File: src/rtl/nic_board_pkg.sv
// Package: bit positions of the board status and parity control words.
// Assumes 16-bit registers; positions are fixed because software decodes them.
package nic_board_pkg;

    localparam int REG_W      = 16;

    // status word
    localparam int ST_BRST    = 15;
    localparam int ST_ONAIR   = 14;
    localparam int ST_ATTN    = 13;
    localparam int ST_IEN     = 12;
    localparam int ST_PEIEN   = 11;
    localparam int ST_PFLAG   = 9;
    localparam int ST_IFLAG   = 8;
    localparam int ST_P2EN    = 5;
    localparam int ST_RAM256  = 4;
    localparam int NIB_W      = 4;

    // parity control word
    localparam int PC_ACK     = 8;
    localparam int PC_SRC     = 7;
    localparam int PC_END     = 6;

    // captured parity failure
    typedef struct packed {
        logic        src;
        logic        ends;
        logic [19:0] addr;
    } perr_cap_t;

endpackage

File: src/rtl/nic_bc_status.sv
// Module: holds the writable status bits, the base-address nibble and the
// attention strobe. Assumes wr_stat is already decoded for the status word.
module nic_bc_status
    import nic_board_pkg::*;
(
    input  logic             clk,
    input  logic             rst_n,
    input  logic             wr_stat,
    input  logic [REG_W-1:0] wdata,
    input  logic [NIB_W-1:0] strap_nib,
    output logic             board_rst,
    output logic             on_air,
    output logic             attn_bit,
    output logic             ien,
    output logic             peien,
    output logic             p2en,
    output logic             ram256,
    output logic [NIB_W-1:0] nib,
    output logic             attn_pulse
);

    logic brst_q, onair_q, attn_q, ien_q, peien_q, p2en_q, ram_q;
    logic [NIB_W-1:0] nib_q;
    logic pulse_q;

    // Purpose: load status bits on write; a board reset write clears enables.
    always_ff @(posedge clk) begin
        if (!rst_n) begin
            brst_q  <= 1'b0;
            onair_q <= 1'b0;
            attn_q  <= 1'b0;
            ien_q   <= 1'b0;
            peien_q <= 1'b0;
            p2en_q  <= 1'b0;
            ram_q   <= 1'b0;
            nib_q   <= strap_nib;
        end else if (wr_stat) begin
            brst_q <= wdata[ST_BRST];
            ram_q  <= wdata[ST_RAM256];
            if (wdata[ST_BRST]) begin
                onair_q <= 1'b0;
                attn_q  <= 1'b0;
                ien_q   <= 1'b0;
                peien_q <= 1'b0;
                p2en_q  <= 1'b0;
            end else begin
                onair_q <= wdata[ST_ONAIR];
                attn_q  <= wdata[ST_ATTN];
                ien_q   <= wdata[ST_IEN];
                peien_q <= wdata[ST_PEIEN];
                p2en_q  <= wdata[ST_P2EN];
            end
        end
    end

    // Purpose: one-cycle strobe on a 0->1 write of the attention bit.
    always_ff @(posedge clk) begin
        if (!rst_n) pulse_q <= 1'b0;
        else        pulse_q <= wr_stat & ~wdata[ST_BRST] & wdata[ST_ATTN] & ~attn_q;
    end

    assign board_rst  = brst_q;
    assign on_air     = onair_q;
    assign attn_bit   = attn_q;
    assign ien        = ien_q;
    assign peien      = peien_q;
    assign p2en       = p2en_q;
    assign ram256     = ram_q;
    assign nib        = nib_q;
    assign attn_pulse = pulse_q;

    AST_ATTN_SINGLE: assert property (@(posedge clk) disable iff (!rst_n)
        attn_pulse |=> !attn_pulse);
    AST_ATTN_NEEDS_BIT: assert property (@(posedge clk) disable iff (!rst_n)
        attn_pulse |-> attn_bit);
    AST_BRST_CLEARS: assert property (@(posedge clk) disable iff (!rst_n)
        (wr_stat && wdata[ST_BRST]) |=> (!on_air && !ien && !peien && !attn_bit && !p2en && !attn_pulse));
    AST_NIB_HOLD: assert property (@(posedge clk) disable iff (!rst_n)
        $past(rst_n) |-> $stable(nib));

endmodule

File: src/rtl/nic_bc_parity.sv
// Module: latches the first parity failure and holds it until acknowledged.
// Assumes err_valid is a single-cycle report; an acknowledge in the same cycle
// as a report releases the old capture and keeps the new one.
module nic_bc_parity
    import nic_board_pkg::*;
(
    input  logic      clk,
    input  logic      rst_n,
    input  logic      err_valid,
    input  perr_cap_t err_in,
    input  logic      ack,
    output logic      flag,
    output perr_cap_t cap
);

    logic      flag_q;
    perr_cap_t cap_q;
    logic      take;

    // Purpose: capture when nothing is held, or when an ack frees the slot.
    always_comb take = err_valid & (~flag_q | ack);

    // Purpose: flag set on capture, cleared by ack without a new report.
    always_ff @(posedge clk) begin
        if (!rst_n)      flag_q <= 1'b0;
        else if (take)   flag_q <= 1'b1;
        else if (ack)    flag_q <= 1'b0;
    end

    // Purpose: store address, source and end of the captured failure.
    always_ff @(posedge clk) begin
        if (!rst_n)    cap_q <= '0;
        else if (take) cap_q <= err_in;
    end

    assign flag = flag_q;
    assign cap  = cap_q;

    AST_CAP_HOLD: assert property (@(posedge clk) disable iff (!rst_n)
        (flag && !ack) |=> ($stable(cap) && flag));
    AST_ACK_CLEARS: assert property (@(posedge clk) disable iff (!rst_n)
        (ack && !err_valid) |=> !flag);
    AST_ACK_COLLIDE: assert property (@(posedge clk) disable iff (!rst_n)
        (ack && err_valid) |=> (flag && cap == $past(err_in)));
    AST_FIRST_CAPTURE: assert property (@(posedge clk) disable iff (!rst_n)
        (err_valid && !flag) |=> (flag && cap == $past(err_in)));

endmodule

File: src/rtl/nic_bc_irq.sv
// Module: registers the controller interrupt and merges it with the parity
// flag into the host request. Assumes ctl_irq_in is synchronous to clk.
module nic_bc_irq (
    input  logic clk,
    input  logic rst_n,
    input  logic ctl_irq_in,
    input  logic ien,
    input  logic peien,
    input  logic pflag,
    output logic iflag,
    output logic irq
);

    logic iflag_q;

    // Purpose: sample the controller request into the status flag.
    always_ff @(posedge clk) begin
        if (!rst_n) iflag_q <= 1'b0;
        else        iflag_q <= ctl_irq_in;
    end

    // Purpose: host request from either enabled source.
    always_comb irq = (iflag_q & ien) | (pflag & peien);

    assign iflag = iflag_q;

    AST_IFLAG_FOLLOWS: assert property (@(posedge clk) disable iff (!rst_n)
        ctl_irq_in |=> iflag);
    AST_IRQ_GATED: assert property (@(posedge clk) disable iff (!rst_n)
        (!ien && !peien) |-> !irq);

endmodule

File: src/rtl/nic_board_ctrl.sv
// Module: top of the board control block. Decodes the register window,
// builds the read words and connects status, parity and interrupt logic.
// Assumes word addressing; map and PROM words live elsewhere and read 0 here.
module nic_board_ctrl
    import nic_board_pkg::*;
#(
    parameter int MAP_WORDS  = 1024,
    parameter int PROM_WORDS = 32,
    parameter int ADDR_W     = 11,
    parameter int PADDR_W    = 20
) (
    input  logic                 clk,
    input  logic                 rst_n,
    input  logic [NIB_W-1:0]     strap_nib,
    input  logic [ADDR_W-1:0]    reg_addr,
    input  logic                 reg_wr,
    input  logic [REG_W-1:0]     reg_wdata,
    output logic [REG_W-1:0]     reg_rdata,
    input  logic                 ctl_irq_in,
    input  logic                 perr_valid,
    input  logic [PADDR_W-1:0]   perr_addr,
    input  logic                 perr_src,
    input  logic                 perr_end,
    output logic                 ctl_reset,
    output logic                 ctl_attn,
    output logic                 on_air,
    output logic                 irq,
    output logic [NIB_W-1:0]     base_nib
);

    localparam int LO_W  = REG_W;
    localparam int HI_W  = PADDR_W - LO_W;
    localparam logic [ADDR_W-1:0] IDX_STAT  = ADDR_W'(MAP_WORDS + PROM_WORDS);
    localparam logic [ADDR_W-1:0] IDX_PCTL  = ADDR_W'(MAP_WORDS + PROM_WORDS + 2);
    localparam logic [ADDR_W-1:0] IDX_PLOW  = ADDR_W'(MAP_WORDS + PROM_WORDS + 3);

    logic sel_stat, sel_pctl, sel_plow;
    logic wr_stat, ack;
    logic brst, onair_b, attn_b, ien_b, peien_b, p2en_b, ram_b, pulse;
    logic [NIB_W-1:0] nib;
    logic pflag, iflag, irq_w;
    perr_cap_t cap, err_in;

    // Purpose: decode the three words this block owns.
    always_comb begin
        sel_stat = (reg_addr == IDX_STAT);
        sel_pctl = (reg_addr == IDX_PCTL);
        sel_plow = (reg_addr == IDX_PLOW);
        wr_stat  = reg_wr & sel_stat;
        ack      = reg_wr & sel_pctl & reg_wdata[PC_ACK];
    end

    // Purpose: pack the incoming parity report.
    always_comb begin
        err_in      = '0;
        err_in.src  = perr_src;
        err_in.ends = perr_end;
        err_in.addr = 20'(perr_addr);
    end

    nic_bc_status u_status (
        .clk        (clk),
        .rst_n      (rst_n),
        .wr_stat    (wr_stat),
        .wdata      (reg_wdata),
        .strap_nib  (strap_nib),
        .board_rst  (brst),
        .on_air     (onair_b),
        .attn_bit   (attn_b),
        .ien        (ien_b),
        .peien      (peien_b),
        .p2en       (p2en_b),
        .ram256     (ram_b),
        .nib        (nib),
        .attn_pulse (pulse)
    );

    nic_bc_parity u_parity (
        .clk       (clk),
        .rst_n     (rst_n),
        .err_valid (perr_valid),
        .err_in    (err_in),
        .ack       (ack),
        .flag      (pflag),
        .cap       (cap)
    );

    nic_bc_irq u_irq (
        .clk        (clk),
        .rst_n      (rst_n),
        .ctl_irq_in (ctl_irq_in),
        .ien        (ien_b),
        .peien      (peien_b),
        .pflag      (pflag),
        .iflag      (iflag),
        .irq        (irq_w)
    );

    // Purpose: read multiplexer; unowned words return zero.
    always_comb begin
        reg_rdata = '0;
        if (sel_stat) begin
            reg_rdata[ST_BRST]    = brst;
            reg_rdata[ST_ONAIR]   = onair_b;
            reg_rdata[ST_ATTN]    = attn_b;
            reg_rdata[ST_IEN]     = ien_b;
            reg_rdata[ST_PEIEN]   = peien_b;
            reg_rdata[ST_PFLAG]   = pflag;
            reg_rdata[ST_IFLAG]   = iflag;
            reg_rdata[ST_P2EN]    = p2en_b;
            reg_rdata[ST_RAM256]  = ram_b;
            reg_rdata[NIB_W-1:0]  = nib;
        end else if (sel_pctl) begin
            reg_rdata[PC_SRC]     = cap.src;
            reg_rdata[PC_END]     = cap.ends;
            reg_rdata[HI_W-1:0]   = cap.addr[PADDR_W-1:LO_W];
        end else if (sel_plow) begin
            reg_rdata             = cap.addr[LO_W-1:0];
        end
    end

    assign ctl_reset = brst;
    assign ctl_attn  = pulse;
    assign on_air    = onair_b;
    assign irq       = irq_w;
    assign base_nib  = nib;

    AST_ACK_READS_ZERO: assert property (@(posedge clk) disable iff (!rst_n)
        sel_pctl |-> !reg_rdata[PC_ACK]);
    AST_IRQ_NEEDS_SRC: assert property (@(posedge clk) disable iff (!rst_n)
        irq |-> (iflag || pflag));
    AST_RESET_OUT: assert property (@(posedge clk) disable iff (!rst_n)
        (reg_wr && sel_stat) |=> (ctl_reset == $past(reg_wdata[ST_BRST])));

endmodule

File: config.mk
export PLATFORM = sky130hd
export DESIGN_NAME = nic_board_ctrl
export DESIGN_NICKNAME = d
export VERILOG_FILES = /design/src/rtl/nic_board_pkg.sv /design/src/rtl/nic_bc_status.sv /design/src/rtl/nic_bc_parity.sv /design/src/rtl/nic_bc_irq.sv /design/src/rtl/nic_board_ctrl.sv
export SDC_FILE = /design/constraint.sdc
export NUM_CORES = 1
export LEC_CHECK = 0
export BUFFER_PORTS_ARGS = -buffer_cell sky130_fd_sc_hd__buf_2
export CELL_PAD_IN_SITES_DETAIL_PLACEMENT = 0
export CELL_PAD_IN_SITES_GLOBAL_PLACEMENT = 1
export CORE_MARGIN = 2
export CORE_UTILIZATION = 35
export DETAILED_ROUTE_END_ITERATION = 8
export GPL_TIMING_DRIVEN = 0
export PLACE_DENSITY = 0.87
export SKIP_CTS_REPAIR_TIMING = 1
export SLEW_MARGIN = 20
export SYNTH_ARGS = -nofsm -noshare
export SYNTH_HDL_FRONTEND = slang
export SYNTH_SLANG_ARGS = --single-unit
File: constraint.sdc
create_clock -name clk -period 3.1 [get_ports clk]
set_clock_uncertainty 0.1 [all_clocks]
set_input_delay 0.62 -clock clk [delete_from_list [all_inputs] [get_ports clk]]
set_output_delay 0.62 -clock clk [all_outputs]
set_load 0.03 [all_outputs]
* Yosys cells after proc, flatten, opt, wreduce, memory -nomap -nowiden
Index checks and enable logic that the tools add are counted.
Word-level totals: bits in latches 0, word-level logic and storage cells 49, input port bits 58, memories 0, output and inout port bits 24, memory bits (read-only) 0, memory bits (writable) 0, flip-flop bits (word level) 36
Cells by class: bitwise gates (word level) 14, divide/modulo/power cells 0, add/subtract/negate cells 0, $lt $le $gt $ge 0, muxes and demuxes 17, reduce and logical (&&, ||, !) cells 1, multipliers 0, shifts and indexed selects 0, eq/ne operators 3
Operators with widths (count):
- 11-bit equality test (second input constant) | 3
- 16-bit two-way mux | 1
- 1-bit AND | 9
- 1-bit two-way mux | 8
- 2-bit two-way mux | 4
- 8-bit two-way mux | 1
- 6-bit two-way mux | 1
- 5-bit two-way mux | 1
- 4-bit two-way mux | 1
- 1-bit inverter | 3
- 1-bit bitwise OR | 2
- 2-bit nonzero test | 1

* Logic depth before layout (Yosys ltp)
word-level depth 6, gate-level depth with buffers 6, mapped depth without buffers 4

* Cells and area by module
From an unflattened synthesis, not the netlist that was laid out.
Unflattened totals: cells, all modules 194, area, all modules 1808.0 sq um
Modules (own cells, without submodules):
- nic_bc_parity | instances 1, cells an instance 100, area each 952.2 sq um, sequential area each 460.4 sq um
- nic_bc_status | instances 1, cells an instance 37, area each 445.4 sq um, sequential area each 280.3 sq um
- nic_board_ctrl | instances 1, cells an instance 54, area each 375.4 sq um, sequential area each 0.0 sq um
- nic_bc_irq | instances 1, cells an instance 3, area each 35.0 sq um, sequential area each 20.0 sq um

* Least setup slack after synthesis
No wires, ideal clock.
path kind input to output, start point input port reg_addr[4], end point output port reg_rdata[0], data required time 2380 ps, data arrival time 2590 ps, stages 4, setup slack -210 ps, buffers on the path 1, cells stage by stage or4b_4 > or4_4 > buf_6 > o21ai_0
Between the ends: word-level cells in the longest chain between the ends 4, elaborated cells between the ends (all ways) 6, classes of those cells 3 x eq/ne; 3 x mux
Ends and longest elaborated chain:
- start: declaration | RTL line nic_board_ctrl.sv:15 | input logic [ADDR_W-1:0] reg_addr,
- 11-bit equality test | RTL line nic_board_ctrl.sv:48 | sel_plow = (reg_addr == IDX_PLOW);
- 16-bit two-way mux | RTL line nic_board_ctrl.sv:117 | end else if (sel_plow) begin
- 4-bit two-way mux | RTL line nic_board_ctrl.sv:113 | end else if (sel_pctl) begin
- 6-bit two-way mux * | RTL line nic_board_ctrl.sv:102 | if (sel_stat) begin
- end: declaration | RTL line nic_board_ctrl.sv:18 | output logic [REG_W-1:0] reg_rdata,
Every way passes the cells marked *; elsewhere a longest branch is shown, timed or not.

* Worst setup path after layout
start point input port reg_addr[8], end point output port reg_rdata[0]
Same word-level chain as after synthesis.

==> out/qor.yml <==
clocking:
  clk_path_buf_depth: 2
  tritoncts: "yes"
  htree_levels: 2
  clk_pin_slew_ns: 0.07
  insertion_delay_ns: 0.29
  cts_root_buf: "clkbuf_8"
  cts_buffers: 5
  clkSinkCount: 36
logic_synthesis:
  synth-async-reset-ratio: 0
  synthTopCellsByArea: "dfxtp_1 (31%), o211ai_1 (7.9%), nor3b_1 (7.5%)"
  yosysWarnings: 0
  yosysSeqAreaShare: 0.363
  syn_nets: 299
  synth_cells: 241
  syn_area_per_cell_um2: 8.69
  synth_top_flop_cell: "dfxtp_1"
  netlist_area_mm2: 0.00209
  yosysTopAreaCell: "dfxtp_1"
  ys_types: 35
  synth_edf_count: 4
  ys_ff_latch: 36
  synth_top_area_share: 0.306
grt:
  antenna_found_initial: 0
  grt_first_pass_wirelength_um: 10900
  grtUsageTotal: 0.213
  grt_pass1_vias: 2176
  grt_max_degree: 14
  grt_overflow: 0
setup_path:
  worstPathArrival_ns: 2.40
  r2r-start: "u_parity.flag"
  cp_max_fo: 10
  r2r_cells: 5
  crit_path_start_kind: "primary input"
  required_ns: 2.38
  rrSetupSlack_ns: 1.36
  startpoint: "reg_addr[8]"
  r2r-end: "u_parity.cap[10]"
  path_class: "primary input to primary output"
  crit_path_end: "reg_rdata[0]"
  end_kind: "primary output"
cells_and_area:
  fin_util: 0.471
  syn_to_final_growth_pct: 31.6
  largest_reg_flops: 22
  antennaDiodeCount: 0
  nFillCells: 580
  layout.nets: 383
  drive_gt1_frac: 0.307
  stdcell_count: 401
floorplanning:
  die_w_um: 81.4
  dieHeight_um: 81.4
  start_util: 0.358
  core_mm2: 0.00585
  rows: 28
  dieArea_mm2: 0.00662
  pin_count: 82
routing:
  vias_per_cell: 5.90
  drt_iter0_drc: 197
  route.detailed.drc: 0
  dr.pass1.iters: 4
  ant_nets: 0
  drt-total-wl_um: 7050
  wire_per_inst_um: 17.6
  vias: 2364
sta:
  rsz0062_at_grt: "true"
  fin_crit_sh: 1.01
  min_period_ns: 3.12
  setup_ws_ns: -0.0234
  whs_ns: 0.391
  finalSetupViolCount: 7
  hold_viol_final: 0
  max_slew.worst_pin.slew_ns: 0.553
  slew_violations: 0
  clock.fmax_ghz: 0.320
  maxSlewHeadroom: 0.632
placed_design:
  port_buffers: 72
  place_hpwl_um: 5010
  pre_cts_ws_ns: -0.191
  place.gp.congestion: 0.826
  placed_cells: 388
run_status:
  status: "finished with violations"
  violations: "negative setup slack"
power:
  leakage_nw: 0.999
  power_density_mw_per_mm2: 368
  ir_worst_vdd_uv: 278
hold_path:
  hold_class: "flop to flop"
run:
  max_cap_violations: 0
Yosys cell counts (3+ instances only):
cell type and n:
o21ai_0 6, mux2i_1 4, nand2_1 7, dfxtp_1 32
a22o_1 10, a21oi_1 8, edfxtp_1 4, a31oi_1 22
nand3_1 24, nor3b_1 21, buf_2 3, clkbuf_1 21
o211ai_1 22, nand4_1 22, nand4b_1 6, o21ai_1 5
cells by family after synthesis:
kind of cell,synth area share
simple gates,0.314
mux,0.0191
compound gates,0.241
flops,0.363
buf+inv,0.0627
final cells by class:
cell class,count,area (µm²),area share
repair buffers,77,470,0.171
well taps,75,93.8,0.0340
flip-flops and latches,36,761,0.276
clock inverters,1,5.00,0.00182
multi-input cells,176,1220,0.443
plain buffers,27,120,0.0436
inverters,2,7.51,0.00272
clock buffers,7,76.3,0.0277
per-layer routing:
layer | routed length, µm | share of wire | GRT usage | vias to the layer above
li1 | - | - | - | 1131
met1 | 3140 | 0.45 | 0.299 | 1125
met2 | 3370 | 0.48 | 0.334 | 104
met3 | 490 | 0.070 | 0.0444 | 4
met4 | 42 | 0.0060 | 0.0458 | 0
met5 | 0 | 0 | 0 | -
cells in the final DEF (no fill, tap or decap), drive strengths merged, types with 3 or more instances in the layout:
| cell type | n |
|---|---|
| o21ai | 11 |
| buf | 84 |
| nand4b | 6 |
| edfxtp | 4 |
| a21oi | 8 |
| o211ai | 22 |
| nor4 | 3 |
| mux2i | 4 |
| nand3 | 24 |
| clkbuf | 27 |
| nand4 | 22 |
| dfxtp | 32 |
| nand2 | 7 |
| a31oi | 22 |
| nor3b | 21 |
| a22o | 10 |
report_power, final:
part / switching (mW) / internal [mW] / total [mW]
Combinational: 0.100 / 0.0624 / 0.163
Sequential: 0.0207 / 0.498 / 0.519
Clock: 0.175 / 0.158 / 0.333
Total: 0.296 / 0.719 / 1.01
worst max-delay path: stages:
cell and delay, ns:
buf_6 0.09, or4b_4 0.53, or4_4 0.62, buf_6 0.18, o21ai_0 0.17, buf_4 0.19
per-stage QoR:
step / instance area (µm²) / total power [mW] / TNS, ns
6_report: 2760 / 1.01 / -0.0831
5_1_grt: 2760 / 1.06 / -0.449
4_1_cts: 2630 / 1.01 / -2.61
3_5_place_dp: 2550 / 0.687 / -2.42
3_3_place_gp: 2550 / 0.685 / -2.28
2_1_floorplan: 2090 / 0.616 / -0.842
worst min-delay path by stage:
stage | end | start | depth (start not counted) | slack [ns]
2_1_floorplan | u_status.p2en | u_status.p2en | 2 | 0.35
3_3_place_gp | u_status.p2en | u_status.p2en | 2 | 0.37
3_5_place_dp | u_status.attn_bit | u_status.attn_bit | 2 | 0.38
4_1_cts | u_status.attn_bit | u_status.attn_bit | 2 | 0.39
5_1_grt | u_status.nib[0] | strap_nib[0] | 1 | 0.39
6_report | u_status.attn_bit | u_status.attn_bit | 2 | 0.39
No activity file was read; power rests on OpenSTA's default activity.
